===== src/rtl/fpcs_pkg.sv =====
package fpcs_pkg;

    // operation codes on op_sel
    localparam logic [2:0] OP_MOVE = 3'd0;
    localparam logic [2:0] OP_ABS  = 3'd1;
    localparam logic [2:0] OP_NEG  = 3'd2;
    localparam logic [2:0] OP_CMPQ = 3'd4;
    localparam logic [2:0] OP_CMPS = 3'd5;

    // condition code values
    localparam logic [1:0] CC_EQ = 2'd0;
    localparam logic [1:0] CC_LT = 2'd1;
    localparam logic [1:0] CC_GT = 2'd2;
    localparam logic [1:0] CC_UN = 2'd3;

    typedef enum logic {
        ST_IDLE = 1'b0,
        ST_RESP = 1'b1
    } fpcs_state_e;

    typedef struct packed {
        logic nan;
        logic snan;
        logic zero;
    } fpcs_class_t;

endpackage


===== src/rtl/fpcs_classify.sv =====
module fpcs_classify
    import fpcs_pkg::*;
#(
    parameter int EXP_W  = 8,
    parameter int FRAC_W = 23
) (
    input  logic [EXP_W+FRAC_W:0] val,
    output fpcs_class_t           cls
);
    localparam int MAG_W = EXP_W + FRAC_W;

    logic [EXP_W-1:0]  exp_f;
    logic [FRAC_W-1:0] frac_f;
    logic              exp_max;

    assign exp_f   = val[MAG_W-1:FRAC_W];
    assign frac_f  = val[FRAC_W-1:0];
    assign exp_max = &exp_f;

    always_comb begin
        cls.nan  = exp_max && (|frac_f);
        cls.snan = exp_max && (|frac_f) && !frac_f[FRAC_W-1];
        cls.zero = ~|val[MAG_W-1:0];
    end

endmodule


===== src/rtl/fpcs_order.sv =====
module fpcs_order
    import fpcs_pkg::*;
#(
    parameter int DATA_W = 32
) (
    input  logic [DATA_W-1:0] a,
    input  logic [DATA_W-1:0] b,
    input  logic              nan_a,
    input  logic              nan_b,
    input  logic              zero_a,
    input  logic              zero_b,
    output logic [1:0]        cc,
    output logic              unord
);
    localparam int SIGN = DATA_W - 1;

    logic mag_lt;
    logic mag_eq;

    always_comb begin
        mag_lt = a[SIGN-1:0] < b[SIGN-1:0];
        mag_eq = a[SIGN-1:0] == b[SIGN-1:0];
        unord  = nan_a | nan_b;
        if (unord)
            cc = CC_UN;
        else if (zero_a && zero_b)
            cc = CC_EQ;
        else if (a[SIGN] != b[SIGN])
            cc = a[SIGN] ? CC_LT : CC_GT;
        else if (mag_eq)
            cc = CC_EQ;
        else if (a[SIGN])
            cc = mag_lt ? CC_GT : CC_LT;
        else
            cc = mag_lt ? CC_LT : CC_GT;
    end

endmodule


===== src/rtl/fpcs_sign.sv =====
module fpcs_sign
    import fpcs_pkg::*;
#(
    parameter int DATA_W = 32
) (
    input  logic [2:0]        op,
    input  logic [DATA_W-1:0] b,
    output logic [DATA_W-1:0] res
);
    localparam int SIGN = DATA_W - 1;

    always_comb begin
        res = '0;
        case (op)
            OP_MOVE: res = b;
            OP_ABS:  res = {1'b0, b[SIGN-1:0]};
            OP_NEG:  res = {~b[SIGN], b[SIGN-1:0]};
            default: res = '0;
        endcase
    end

endmodule


===== src/rtl/fpcs_unit.sv =====
module fpcs_unit
    import fpcs_pkg::*;
#(
    parameter int EXP_W  = 8,
    parameter int FRAC_W = 23,
    parameter int STAT_W = 32,
    parameter int CC_LSB = 10
) (
    input  logic                     clk,
    input  logic                     rst_n,
    input  logic                     in_valid,
    input  logic [2:0]               op_sel,
    input  logic [EXP_W+FRAC_W:0]    src_a,
    input  logic [EXP_W+FRAC_W:0]    src_b,
    input  logic [STAT_W-1:0]        stat_in,
    output logic [EXP_W+FRAC_W:0]    res_out,
    output logic [STAT_W-1:0]        stat_out,
    output logic                     invalid_out,
    output logic                     done_out
);
    localparam int DATA_W = 1 + EXP_W + FRAC_W;
    localparam int N_OPND = 2;

    fpcs_state_e state_q, state_d;

    logic [DATA_W-1:0] opnd [N_OPND];
    fpcs_class_t       cls  [N_OPND];

    logic [1:0]        cc_w;
    logic              unord_w;
    logic [DATA_W-1:0] sign_res_w;
    logic              is_cmp;
    logic              inv_w;
    logic [STAT_W-1:0] stat_w;

    logic [DATA_W-1:0] res_q;
    logic [STAT_W-1:0] stat_q;
    logic              inv_q;

    assign opnd[0] = src_a;
    assign opnd[1] = src_b;

    // one classifier per source operand
    generate
        for (genvar g = 0; g < N_OPND; g++) begin : g_cls
            fpcs_classify #(.EXP_W(EXP_W), .FRAC_W(FRAC_W)) u_cls (
                .val (opnd[g]),
                .cls (cls[g])
            );
        end
    endgenerate

    fpcs_order #(.DATA_W(DATA_W)) u_order (
        .a      (src_a),
        .b      (src_b),
        .nan_a  (cls[0].nan),
        .nan_b  (cls[1].nan),
        .zero_a (cls[0].zero),
        .zero_b (cls[1].zero),
        .cc     (cc_w),
        .unord  (unord_w)
    );

    fpcs_sign #(.DATA_W(DATA_W)) u_sign (
        .op  (op_sel),
        .b   (src_b),
        .res (sign_res_w)
    );

    always_comb begin
        is_cmp = (op_sel == OP_CMPQ) || (op_sel == OP_CMPS);
        inv_w  = is_cmp && unord_w &&
                 ((op_sel == OP_CMPS) || cls[0].snan || cls[1].snan);
        stat_w = stat_in;
        if (is_cmp)
            stat_w[CC_LSB +: 2] = cc_w;
    end

    // state register
    always_ff @(posedge clk or negedge rst_n) begin
        if (!rst_n)
            state_q <= ST_IDLE;
        else
            state_q <= state_d;
    end

    // next state
    always_comb begin
        state_d = state_q;
        unique case (state_q)
            ST_IDLE: state_d = in_valid ? ST_RESP : ST_IDLE;
            ST_RESP: state_d = in_valid ? ST_RESP : ST_IDLE;
        endcase
    end

    // response registers
    always_ff @(posedge clk or negedge rst_n) begin
        if (!rst_n) begin
            res_q  <= '0;
            stat_q <= '0;
            inv_q  <= 1'b0;
        end else if (in_valid) begin
            res_q  <= sign_res_w;
            stat_q <= stat_w;
            inv_q  <= inv_w;
        end else begin
            inv_q  <= 1'b0;
        end
    end

    assign res_out     = res_q;
    assign stat_out    = stat_q;
    assign invalid_out = inv_q;
    assign done_out    = (state_q == ST_RESP);

    // ---------------- assertions ----------------
    p_done_after_valid_r2: assert property (@(posedge clk) disable iff (!rst_n)
        in_valid |=> done_out);

    p_no_done_without_valid_r2: assert property (@(posedge clk) disable iff (!rst_n)
        !in_valid |=> !done_out);

    p_cmp_keeps_other_bits_r3: assert property (@(posedge clk) disable iff (!rst_n)
        (in_valid && is_cmp) |=>
            ((stat_out ^ $past(stat_in)) & ~({{(STAT_W-2){1'b0}}, 2'b11} << CC_LSB)) == '0);

    p_invalid_only_unordered_r6: assert property (@(posedge clk) disable iff (!rst_n)
        invalid_out |-> (done_out && stat_out[CC_LSB +: 2] == CC_UN));

    p_sign_ops_quiet_r8: assert property (@(posedge clk) disable iff (!rst_n)
        (in_valid && !is_cmp) |=> (!invalid_out && stat_out == $past(stat_in)));

    p_cmp_zero_result_r10: assert property (@(posedge clk) disable iff (!rst_n)
        (in_valid && is_cmp) |=> res_out == '0);

endmodule


===== config.mk =====
export PLATFORM = sky130hd
export DESIGN_NAME = fpcs_unit
export DESIGN_NICKNAME = d
export VERILOG_FILES = /design/src/rtl/fpcs_pkg.sv /design/src/rtl/fpcs_classify.sv /design/src/rtl/fpcs_order.sv /design/src/rtl/fpcs_sign.sv /design/src/rtl/fpcs_unit.sv
export SDC_FILE = /design/constraint.sdc
export NUM_CORES = 1
export LEC_CHECK = 0
export ABC_AREA = 1
export ABC_CLOCK_PERIOD_IN_PS = 1800
export BUFFER_PORTS_ARGS = -buffer_cell sky130_fd_sc_hd__buf_2
export CAP_MARGIN = 20
export CELL_PAD_IN_SITES_DETAIL_PLACEMENT = 0
export CELL_PAD_IN_SITES_GLOBAL_PLACEMENT = 1
export CORE_MARGIN = 5
export CORE_UTILIZATION = 35
export DETAILED_ROUTE_END_ITERATION = 8
export PLACE_DENSITY_LB_ADDON = 0.2
export SLEW_MARGIN = 20
export SYNTH_ARGS = -nofsm -noshare
export SYNTH_HDL_FRONTEND = slang
export SYNTH_SLANG_ARGS = --single-unit
export TNS_END_PERCENT = 20

===== constraint.sdc =====
create_clock -name clk -period 1.8 [get_ports clk]
set_clock_uncertainty 0.2 [all_clocks]
set_input_delay 0.36 -clock clk [delete_from_list [all_inputs] [get_ports clk]]
set_output_delay 0.36 -clock clk [all_outputs]
set_load 0.005 [all_outputs]

# --- Word-level counts from Yosys, hierarchy flattened ---
# Cells that the tools add are included.
totals:
  inputBits: 102
  output_inout_bits: 66
  ff_bits: 66
op_classes:
  mux: 12
  n_bitwise: 2
  eq_ne: 6
  n_reduce_logical: 21
  magnitude_cmp: 1
ops:
  columns: ["op", "count"]
  rows:
  - ["32-bit one-hot mux with 3 select lines", 1]
  - ["31-bit OR reduction", 2]
  - ["23-bit OR reduction", 2]
  - ["31-bit equality test", 1]
  - ["31-bit less-than comparator", 1]
  - ["2-bit two-way mux", 9]
  - ["8-bit AND reduction", 2]
  - ["1-bit logical AND", 7]
  - ["3-bit equality test (second input constant)", 2]
  - ["1-bit zero test", 4]
  - ["3-bit by 1-bit equality test with 1-bit output (second input constant)", 1]
  - ["3-bit by 2-bit equality test with 1-bit output (second input constant)", 1]
  - ["3-bit zero test", 1]
  - ["1-bit logical OR", 3]
  - ["1-bit two-way mux", 2]
  - ["1-bit inequality test", 1]
  - ["1-bit NOT", 1]
  - ["1-bit bitwise OR", 1]

# --- Longest topological paths before layout ---
# Gate-level depths: netlist of run 1.
logic_depth:
  word_depth: 8
  mapped_depth: 18
  ltp_nobuf: 18

# --- Hierarchy ---
# Synthesis of run 1 repeated with hierarchy kept, for this count alone.
hier_totals:
  cells_unflattened: 601
  hier_area_um2: 4167.7
by_module_without_submodules:
  columns: ["module", "cells_each", "area_per_inst_um2", "seq_area_each_um2", "n_inst"]
  rows:
  - ["fpcs_unit", 289, 2548.7, 1651.6, 1]
  - ["fpcs_order", 175, 1016.0, 0.0, 1]
  - ["fpcs_sign", 73, 340.3, 0.0, 1]
  - ["fpcs_classify", 32, 131.4, 0.0, 2]

# --- Least setup slack after synthesis of run 1 ---
# OpenSTA, ideal clock, no wires.
synth_timing:
  path_kind: "input-to-reg"
  from: "input src_b[14]"
  to: "register stat_q[11], in the netlist stat_out[11]"
  setup_slack_ps: -87
  t_required_ps: 1484
  n_path_buf: 0
  stages: 17
  t_arrival_ps: 1570
  cell_sequence: "inv_1 > ha_1 > nand2_1 > nor2_1 > inv_1 > nor2_2 > nand2_1 > nand2_1 > nand2_1 > nand2_1 > nand2_1 > nand3_1 > nand2_1 > nand2_1 > nand2_1 > nand2_1 > nand2_1"
synth_between:
  elab_chain_cells: 8
  elab_cells_between_ends: 16
  cone_classes: "order compare: 1; eq/ne: 1; mux: 8; bitwise: 1; reduce/logical: 5"
synth_rtl:
  columns: ["item", "line", "source"]
  rows:
  - ["from (decl)", "fpcs_unit.sv:14", "input logic [EXP_W+FRAC_W:0] src_b,"]
  - ["31-bit less-than comparator", "fpcs_order.sv:21", "mag_lt = a[SIGN-1:0] < b[SIGN-1:0];"]
  - ["2-bit two-way mux (on tied branches)", "fpcs_order.sv:35, fpcs_order.sv:33", null]
  - ["2-bit two-way mux", "fpcs_order.sv:32", "else if (a[SIGN])"]
  - ["2-bit two-way mux", "fpcs_order.sv:30", "else if (mag_eq)"]
  - ["2-bit two-way mux", "fpcs_order.sv:28", "else if (a[SIGN] != b[SIGN])"]
  - ["2-bit two-way mux", "fpcs_order.sv:26", "else if (zero_a && zero_b)"]
  - ["2-bit two-way mux (*)", "fpcs_order.sv:24", "if (unord)"]
  - ["2-bit two-way mux (*)", "fpcs_unit.sv:75", "if (is_cmp)"]
  - ["to (signal assigned)", "fpcs_unit.sv:104", "stat_q <= stat_w;"]
  - ["to (decl)", "fpcs_unit.sv:37", "logic [STAT_W-1:0] stat_q;"]
# Every way passes the cells marked *; elsewhere a longest branch is shown, timed or not.
# A chain may end at the register's enable or synchronous reset.

# --- Final worst setup path of run 1 ---
layout_timing:
  from: "input src_b[13]"
  to: "register stat_q[11], in the netlist stat_out[11]"
# The elaborated chain is that of the path after synthesis.

==> results of run 1 <==
## tightest hold or removal path, stage by stage
cell	delay [ns]
buf_2	0.07
nand2_1	0.04
nand2_1	0.06
## layer usage
layer | up-vias | track usage [%] | share of wire, % | wire, µm
met4 | 0 | 5.92 | 1.8 | 220
li1 | 1998 | - | - | -
met5 | - | 0 | 0 | 0
met2 | 127 | 31.1 | 49 | 5780
met1 | 1795 | 23.1 | 43 | 5130
met3 | 18 | 5.11 | 6.6 | 792
## state kept, by name, indices dropped and copies added, names as in the netlist
signal / flops
res_out: 32
done_out: 1
invalid_out: 1
stat_out: 32
## synth_stat cells
master | instances | area [µm²]
inv_1 | 45 | 169
nor2_2 | 2 | 12.5
nand2_1 | 190 | 713
nand3_1 | 13 | 65.1
nand2_2 | 1 | 6.26
dfrtp_1 | 66 | 1650
xnor2_1 | 1 | 8.76
or2_2 | 1 | 6.26
or2_0 | 1 | 6.26
buf_6 | 1 | 11.3
buf_2 | 1 | 5.00
a21o_1 | 2 | 15.0
nand4_1 | 9 | 56.3
nand3b_2 | 1 | 11.3
ha_1 | 31 | 388
a21oi_1 | 11 | 55.1
and2_1 | 1 | 6.26
o21ai_0 | 31 | 155
inv_2 | 9 | 33.8
a31oi_1 | 2 | 12.5
or3_1 | 1 | 6.26
o41ai_1 | 1 | 8.76
nor3_1 | 4 | 20.0
nor2_1 | 28 | 105
clkbuf_1 | 12 | 45.0
nor4_1 | 9 | 56.3
o21ai_1 | 1 | 5.00
## area by class of cell
class | instances | area (µm²) | area share (%)
Inverter | 54 | 225 | 3.80
Clock inverter | 6 | 90.1 | 1.52
Clock buffer | 10 | 138 | 2.32
Tap cell | 136 | 170 | 2.87
Multi-Input combinational cell | 341 | 2130 | 35.9
Sequential cell | 66 | 1650 | 27.8
Timing Repair Buffer | 245 | 1530 | 25.7
## worst max-delay path by stage
stage                         start      endpoint  slack [ns]  cells past startpoint
after floorplan           src_b[30]  stat_out[10]      -0.008                     15
after global placement    src_b[12]  stat_out[10]       -0.30                     11
after detailed placement  src_a[18]  stat_out[10]       -0.35                     15
after CTS                 src_a[18]  stat_out[10]        0.03                     15
after global routing      src_b[27]  stat_out[11]       -0.03                     16
final                     src_b[13]  stat_out[11]        0.10                     18
## timing repair
action | in CTS | in global routing
hold buffers | 16 | 0
hold endpoints to repair | 81 | 0
resized for setup | 0 | 70
setup buffers | 0 | 4
setup endpoints to repair | 0 | 2
## where the power goes
group | internal (mW) | leakage, nW | total (mW) | switching, mW
registers | 1.60 | 0.839 | 1.66 | 0.0580
logic | 0.476 | 2.26 | 0.966 | 0.491
clock network | 0.820 | 0.112 | 1.43 | 0.613
total | 2.89 | 3.21 | 4.06 | 1.16
## stage by stage
step / instance area, µm² / setup TNS, ns / setup slack (ns)
2_1_floorplan: 3730 / -0.00752 / -0.00752
3_3_place_gp: 5140 / -0.774 / -0.298
3_5_place_dp: 5140 / -0.861 / -0.350
4_1_cts: 5530 / 0 / 0.0256
5_1_grt: 5930 / -0.0371 / -0.0289
6_report: 5930 / 0 / 0.105
## kinds of logic after synthesis
kind of cell    Yosys count  synth area share (%)
buf+inv                  68                  7.26
compound gates           48                  6.92
fa+ha+maj                31                  10.7
xor+xnor                  1                 0.241
simple gates            261                  29.5
flops                    66                  45.4
==> summary.txt, run 1 <==
Worst setup path
  – CP cell instances: buf_6 -> inv_4 -> ha_4 -> nand2_4 -> nor2_4 -> inv_2 -> nor2_2 -> nand2_1 -> nand2_1 -> nand2_2 -> nand2_2 -> nand2_1 -> nand3_1 -> nand2_1 -> nand2_1 -> nand2_1 -> nand2_1 -> nand2_1
  – Critical path's largest stage delay: around 0.26 ns
  – Req. time, crit path: roughly 1.9 ns
  – Most frequent CP cell: nand2_1
  – R2r worst-path depth: 2
  – Critical Path Slowest Stage Cell: ha_4
  – Critical path launch point type: input port
  – Reg2Reg Launch Point: res_out[18]
  – R2R Setup Slk: roughly 0.94 ns
  – Arrival @ worst endpoint: between 1.5 and 2 ns
  – Worst-path fanout max: 3
  – R2r endpoint: res_out[18]
  – Critical path class: input port to flip-flop
  – Worst path top cell family by delay: simple AND/OR/NAND/NOR gates
  – Bufs and invs on worst path: 3
  – Crit. End Element: flip-flop

Finish
  – Area growth syn-to-layout: 63.2%
  – Final cell utilization of the core: approximately 58%
  – Diodes inserted: 0
  – Fill count: slightly below 1000
  – Fraction of layout cells with a size suffix above 1: between 40% and 50%
  – Commonest non-fill, non-tap cell in the layout: nand2_1
  – Layout Cells excl Fill: between 800 and 900
  – Net count, final: 850
  – Most frequent cells in the layout: 180 x nand2_1, 160 x buf_2, 66 x dfrtp_1

Job
  – Max cap viols: 0

Routing
  – Drt wl/cell: 13.9 µm
  – Drt pass-1 iters: 5
  – DR iter-0 viols: 131
  – Vias post-DR: between 3000 and 4000
  – Post-route ant nets: 0
  – Drc violations: 0
  – WL final: roughly 12 mm
  – Via density: roughly 4.6

Die
  – Core Area: roughly 0.01 mm²
  – Effective utilization at floorplan: between 30% and 40%
  – Die X: 112 µm
  – Die ar.: roughly 0.013 mm²
  – IO Pins: 168
  – Die span in y: ~110 µm
  – Row count: 37

CTS
  – Later-pin clock latency in the skew report: about 0.35 ns
  – Clock transition at the registers of the reported paths: 0.08 ns
  – Inserted Clock Buffers: 9
  – Root buffer cell: clkbuf_8
  – CTS tree: done
  – H-Tree Depth: 3
  – CTS Sinks: 66
  – Clock tree buffer depth: 2

Placed design
  – RD Place Congestion: between 0.8 and 0.9
  – Port bufs: around 170
  – Hpwl dp: just under 9 mm
  – Placed Instances: 822

STA
  – Worst hold slack: 0.0135 ns
  – F_max: about 590 MHz
  – Ratio of final minimum period to clock period: around 94%
  – Final hold viol count: 0
  – Final setup fails: 0
  – RSZ-0062 raised after global routing: yes
  – Final min period: 1.70 ns
  – Slew @ Worst Pin: between 0.3 and 0.4 ns
  – Pins over their slew limit: 0
  – Worst rel slew slack: about 76%

Synth
  – Syn avg cell area: ~7.7 µm²
  – Mapped Area: between 0.003 and 0.004 mm²
  – Synthesized Nets: 608
  – Post-synthesis sequential area ratio: a little under half
  – Synth cell types: 27
  – Seq cells post-synth: 66
  – Yosys Warn Count: 0
  – Syn Inst Count: between 400 and 500

Global route
  – Remaining Overflow, GRT: 0
  – GRT Total Usage: 18.5%
  – Vias in the first global route: 4018
  – Pin count of the biggest net entering global routing: 67
  – Antenna violations before repair: 0
  – First-pass GRT wire length: around 19 mm

Power
  – Pwr Density: a little under 700 mW/mm²
  – Leak Pwr: 3.21 nW
  – Total Power: 4.06 mW
  – Peak supply drop: between 0.3 and 0.4 mV

Worst hold path
  – Hold_sp: stat_in[25]
  – Type of the worst min-delay path: input port to flip-flop
  – Hold EP: stat_out[25]
  – Hold path depth: 3

Status
  – Status: completed
Note: power is estimated with default switching activity, not from simulation.
==> inputs of run 2 (changes only) <==
--- a/config.mk
+++ b/config.mk
@@ -13,8 +13,10 @@
 export CELL_PAD_IN_SITES_GLOBAL_PLACEMENT = 1
 export CORE_MARGIN = 5
 export CORE_UTILIZATION = 35
+export CTS_CLUSTER_SIZE = 30
 export DETAILED_ROUTE_END_ITERATION = 8
 export PLACE_DENSITY_LB_ADDON = 0.2
+export REMOVE_ABC_BUFFERS = 1
 export SLEW_MARGIN = 20
 export SYNTH_ARGS = -nofsm -noshare
 export SYNTH_HDL_FRONTEND = slang
==> summary.txt, run 2 (same netlist as run 1, synthesis figures left out) <==
Routing
  – DR iter-0 viols: 160
  – Drc violations: 0
  – Vias post-DR: 3858
  – WL final: approximately 12 mm
  – Via density: 4.58
  – Post-route ant nets: 0
  – Drt pass-1 iters: 4
  – Drt wl/cell: ~14 µm

Worst setup path
  – Crit. End Element: flip-flop
  – R2R Setup Slk: about 0.95 ns
  – Critical path launch point type: input port
  – Req. time, crit path: between 1.5 and 2 ns
  – R2r endpoint: res_out[28]
  – Reg2Reg Launch Point: res_out[28]
  – Launch point of the worst path: src_b[28]
  – Arrival @ worst endpoint: between 1.5 and 2 ns
  – Worst-path fanout max: 3
  – Critical path class: input port to flip-flop
  – R2r worst-path depth: 2
  – CP endpoint: stat_out[11]

Finish
  – Layout Cells excl Fill: 843
  – Commonest non-fill, non-tap cell in the layout: nand2_1
  – Most frequent cells in the layout: 173 x nand2_1, 154 x buf_2, 66 x dfrtp_1
  – Diodes inserted: 0
  – Fraction of layout cells with a size suffix above 1: between 40% and 50%
  – Final cell utilization of the core: a little under three fifths
  – Area growth syn-to-layout: 61.8%
  – Final instance area: slightly below 0.006 mm²
  – Net count, final: about 840

CTS
  – Inserted Clock Buffers: 9
  – Clock transition at the registers of the reported paths: ~0.090 ns
  – CTS tree: done
  – H-Tree Depth: 3
  – Root buffer cell: clkbuf_8
  – Later-pin clock latency in the skew report: ~0.34 ns
  – Clock tree buffer depth: 2
  – CTS Sinks: 66

Power
  – Pwr Density: about 700 mW/mm²
  – Leak Pwr: 3.15 nW
  – Peak supply drop: 0.303 mV

Global route
  – Vias in the first global route: about 3800
  – Remaining Overflow, GRT: 0
  – Antenna violations before repair: 1
  – First-pass GRT wire length: approximately 18 mm
  – Pin count of the biggest net entering global routing: 67
  – GRT Total Usage: 17.9%

Placed design
  – Placed cell area: 0.00500 mm²
  – DP Worst Slack: -0.379 ns
  – Placed Instances: 817
  – RD Place Congestion: approximately 0.9
  – Hpwl dp: around 8.7 mm
  – Port bufs: between 150 and 200

STA
  – Slew @ Worst Pin: around 0.37 ns
  – Worst rel slew slack: 75.1%
  – Pins over their slew limit: 0
  – Final hold viol count: 0
  – Final setup fails: 0
  – RSZ-0062 raised after global routing: yes
  – Ratio of final minimum period to clock period: a little over nine tenths
  – F_max: 585 MHz
  – Final min period: about 1.7 ns
  – Final WS setup: 0.0915 ns

Job
  – Max cap viols: 0

Die
  – Die span in y: 112 µm
  – Row count: 37
  – Core Area: just over 0.01 mm²
  – Die X: 112 µm
  – Effective utilization at floorplan: between 30% and 40%
  – Die ar.: 0.0125 mm²
  – IO Pins: about 170

Status
  – Status: completed

Worst hold path
  – Type of the worst min-delay path: input port to flip-flop
==> run 2: cell types whose count changed in the layout (fill, tap and decap cells not counted), sizes merged <==
| cell | delta |
|---|---|
| buf | -7 |
| clkinvlp | +1 |
| dlygate4sd3 | -7 |
| clkbuf | -1 |
| clkinv | -1 |
==> run 2: through the flow <==
step | TNS, ns | total power, mW | hold WS (ns)
final | 0 | 4.03 | 0.0154
after global routing | -0.0726 | 4.26 | 0.0115
after CTS | 0 | 3.90 | 0.000541
after detailed placement | -0.887 | 2.47 | 0.195
after global placement | -0.808 | 2.45 | 0.195
after floorplan | -0.204 | 1.99 | -0.136
==> run 2: layout make-up <==
type / instances / area [µm²]
sequential: 66 / 1650
clock inverter: 6 / 92.6
tap: 136 / 170
fill: 955 / 4350
clock buffer: 9 / 124
multi-input combinational: 341 / 2180
inverter: 54 / 213
timing repair buffer: 231 / 1450
==> run 2: worst min path at each step <==
stage,from,endpoint,slack [ns],cells after the start
2_1_floorplan,rst_n,done_out,-0.14,0
3_3_place_gp,rst_n,stat_out[22],0.19,2
3_5_place_dp,rst_n,stat_out[22],0.19,2
4_1_cts,stat_in[17],stat_out[17],0.0005,3
5_1_grt,stat_in[8],stat_out[8],0.01,3
6_report,stat_in[3],stat_out[3],0.02,3
==> run 2: critical path, stage by stage <==
cell and delay [ns]:
buf_8 0.10, inv_6 0.05, ha_4 0.20, a21oi_2 0.15, nor2_1 0.06, nor2_1 0.13
nand2_2 0.09, a21oi_4 0.17, nand3_2 0.10, nand3_1 0.09, nand2_1 0.05, nand2_1 0.05
nand2_1 0.05, nand2_1 0.05, nand2_1 0.04
==> run 2: layer usage <==
layer | up-vias | part of all wire [%] | GRT usage [%]
met5 | - | 0.095 | 0
met2 | 123 | 46 | 29.5
met4 | 2 | 1.5 | 5.68
li1 | 1963 | - | -
met3 | 15 | 7.0 | 4.40
met1 | 1755 | 46 | 23.3
==> run 2: power by group <==
part | switching (mW) | internal, mW | total (mW)
sequential | 0.0590 | 1.60 | 1.66
combinational | 0.493 | 0.475 | 0.968
clock | 0.624 | 0.777 | 1.40
==> run 2: what timing repair did <==
item,4_1_cts,5_1_grt
setup buffers,0,2
gates resized for setup,1,111
endpoints found under the hold margin,74,0
hold buffers,9,0
pin swaps,0,40
endpoints found under the setup margin,1,2
==> inputs of run 3 (changes only) <==
--- a/config.mk
+++ b/config.mk
@@ -12,7 +12,7 @@
 export CELL_PAD_IN_SITES_DETAIL_PLACEMENT = 0
 export CELL_PAD_IN_SITES_GLOBAL_PLACEMENT = 1
 export CORE_MARGIN = 5
-export CORE_UTILIZATION = 35
+export CORE_UTILIZATION = 36
 export CTS_CLUSTER_SIZE = 30
 export DETAILED_ROUTE_END_ITERATION = 8
 export PLACE_DENSITY_LB_ADDON = 0.2
@@ -20,5 +20,6 @@
 export SLEW_MARGIN = 20
 export SYNTH_ARGS = -nofsm -noshare
 export SYNTH_HDL_FRONTEND = slang
+export SYNTH_HIERARCHICAL = 1
 export SYNTH_SLANG_ARGS = --single-unit
 export TNS_END_PERCENT = 20
==> summary.txt, run 3 <==
Global route
  – First-pass GRT wire length: 20.6 mm
  – Pin count of the biggest net entering global routing: 41
  – GRT Total Usage: between 10% and 20%
  – Antenna violations before repair: 1
  – Remaining Overflow, GRT: 0
  – Vias in the first global route: around 4200

Synth
  – Most frequent cells after synthesis: 266 x nand2_1, 91 x inv_1, 66 x dfrtp_1, 66 x nor2_1, 31 x ha_1
  – Seq cells post-synth: 66
  – Post-synthesis sequential area ratio: about two fifths
  – Cell type with the largest total area after synthesis: dfrtp_1
  – Top FF cell, synth: dfrtp_1
  – Ys async rst share: 100%
  – Synth cell types: 22
  – Yosys top cell area share: between 30 and 40%
  – Most numerous cell in the Yosys netlist: nand2_1
  – Post-synth EDFFs: 0
  – Syn Inst Count: 601
  – Syn avg cell area: about 6.9 µm²
  – Yosys Warn Count: 6
  – Mapped Area: around 0.0042 mm²
  – Top post-synthesis cells by area: dfrtp_1 40%, nand2_1 24%, ha_1 9.3%, inv_1 8.2%, nor2_1 5.9%

Finish
  – Final cell utilization of the core: a little under three fifths
  – Reg area: between 0.0015 and 0.002 mm²
  – Fill count: 1158
  – Area growth syn-to-layout: 54.2%
  – Commonest non-fill, non-tap cell in the layout: nand2_1
  – Fraction of layout cells with a size suffix above 1: 41.4%
  – Multi-input logic area: 0.00247 mm²
  – Net count, final: between 900 and 1000
  – Diodes inserted: 0
  – Most frequent cells in the layout: 251 x nand2_1, 140 x buf_2, 66 x inv_1, 66 x dfrtp_1, 63 x nor2_1

Worst setup path
  – Bufs and invs on worst path: 4
  – Arrival @ worst endpoint: roughly 1.9 ns
  – Critical path launch point type: input port
  – Critical path's largest stage delay: 0.21 ns
  – Critical Path Slowest Stage Cell: a21oi_4
  – CP cell instances: buf_6 -> inv_2 -> ha_4 -> nand2_4 -> nor2_2 -> and2_4 -> buf_4 -> a21oi_4 -> nand3_2 -> nand3_2 -> nand2_1 -> nand2_1 -> nand2_1 -> inv_1 -> nand3_2 -> nand3_2 -> nand2_1
  – Req. time, crit path: ~1.8 ns
  – Critical path class: input port to flip-flop
  – Worst path top cell family by delay: simple AND/OR/NAND/NOR gates
  – Crit. End Element: flip-flop
  – Worst-path fanout max: 3

STA
  – Final hold viol count: 0
  – RSZ-0062 raised after global routing: yes
  – F_max: about 530 MHz
  – Pins over their slew limit: 0
  – Final min period: roughly 1.9 ns
  – Worst rel slew slack: 70.6%
  – Slew @ Worst Pin: between 0.4 and 0.5 ns
  – Ratio of final minimum period to clock period: 105%
  – Final setup fails: 2
  – Final WS setup: -0.0966 ns

Die
  – Core Area: roughly 0.011 mm²
  – Row count: 39
  – IO Pins: roughly 170
  – Die span in y: 118 µm
  – Effective utilization at floorplan: a little over a third
  – Die ar.: 0.0138 mm²
  – Die X: 118 µm

Status
  – Status: finished with violations
  – Failing checks: negative setup slack

Power
  – Total Power: between 4 and 5 mW
  – Leak Pwr: 3.76 nW
  – Pwr Density: 720 mW/mm²
  – Peak supply drop: about 0.62 mV

Routing
  – DR iter-0 viols: between 200 and 250
  – Drt pass-1 iters: 6
  – Via density: approximately 4.3
  – Drc violations: 0
  – Post-route ant nets: 0
  – WL final: 12.5 mm
  – Drt wl/cell: around 13 µm
  – Vias post-DR: 4178

CTS
  – Clock transition at the registers of the reported paths: 0.05 ns
  – Later-pin clock latency in the skew report: around 0.32 ns
  – CTS Sinks: between 60 and 70
  – Clock tree buffer depth: 2
  – CTS tree: done
  – Root buffer cell: clkbuf_16
  – H-Tree Depth: 3
  – Inserted Clock Buffers: 9

Worst hold path
  – Type of the worst min-delay path: input port to flip-flop

Placed design
  – RD Place Congestion: about 0.85
  – Hpwl dp: 9.69 mm
  – Port bufs: between 150 and 200

Job
  – Max cap viols: 0
run 3: per-layer routing:
metal | global-route usage (%) | part of all wire, %
met1 | 23.2 | 45
met2 | 29.9 | 48
met3 | 3.94 | 5.1
met4 | 6.09 | 1.9
met5 | 0 | 0.056
run 3: cell families (layout without fill, tap and decap cells):
group | after synthesis | after routing | share of synthesized area [%]
flip-flops | 66 | 66 | 39.6
AO/OA/AOI/OAI | 13 | 13 | 1.77
buffers and inverters | 110 | 330 | 11.8
AND/OR/NAND/NOR | 381 | 381 | 37.5
adder cells (fa/ha/maj) | 31 | 31 | 9.31
run 3: timing repair:
action / CTS / global route
setup buffers: 2 / 0
pin swaps: 48 / 21
resized for setup: 106 / 26
hold buffers: 1 / 0
endpoints found under the hold margin: 13 / 0
setup endpoints to repair: 2 / 2
run 3: through the flow:
stage | instance area, µm² | setup TNS [ns] | hold WS (ns) | worst slack, ns | instances
after floorplan | 4030 | -0.402 | -0.136 | -0.202 | 585
after CTS | 6320 | -0.0974 | 0.0253 | -0.0515 | 964
after global placement | 5440 | -1.17 | 0.0990 | -0.480 | 945
final | 6430 | -0.137 | 0.0347 | -0.0966 | 964
after detailed placement | 5440 | -1.22 | 0.0990 | -0.511 | 945
after global routing | 6430 | -0.332 | 0.0353 | -0.188 | 964
run 3: worst paths after layout:
check	startpoint	depth (start not counted)	slack, ns	to
max	src_b[25]	17	-0.1	stat_out[11]
min	stat_in[5]	3	0.03	stat_out[5]
max reg2reg	stat_out[10]	2	0.97	stat_out[10]
min reg2reg	stat_out[24]	2	0.26	stat_out[24]
max in group asynchronous	rst_n	3	0.63	invalid_out
min in group asynchronous	rst_n	2	0.28	stat_out[21]
run 3: report_power, final:
part | leakage (nW) | internal (mW) | switching (mW) | total (mW)
Sequential | 0.839 | 1.60 | 0.0609 | 1.66
Combinational | 2.76 | 0.511 | 0.544 | 1.05
Clock | 0.163 | 1.29 | 0.619 | 1.91
run 3: cell type report:
type	instances	share of cell area (%)
Clock buffer	12	3.99
Clock inverter	4	1.15
Timing Repair Buffer	220	22.4
Tap cell	143	2.78
Sequential cell	66	25.7
Inverter	94	5.65
Multi-Input combinational cell	425	38.4
run 3: worst min-delay path: stages:
cell	delay [ns]
buf_2	0.07
nand2_1	0.04
nand2_1	0.05
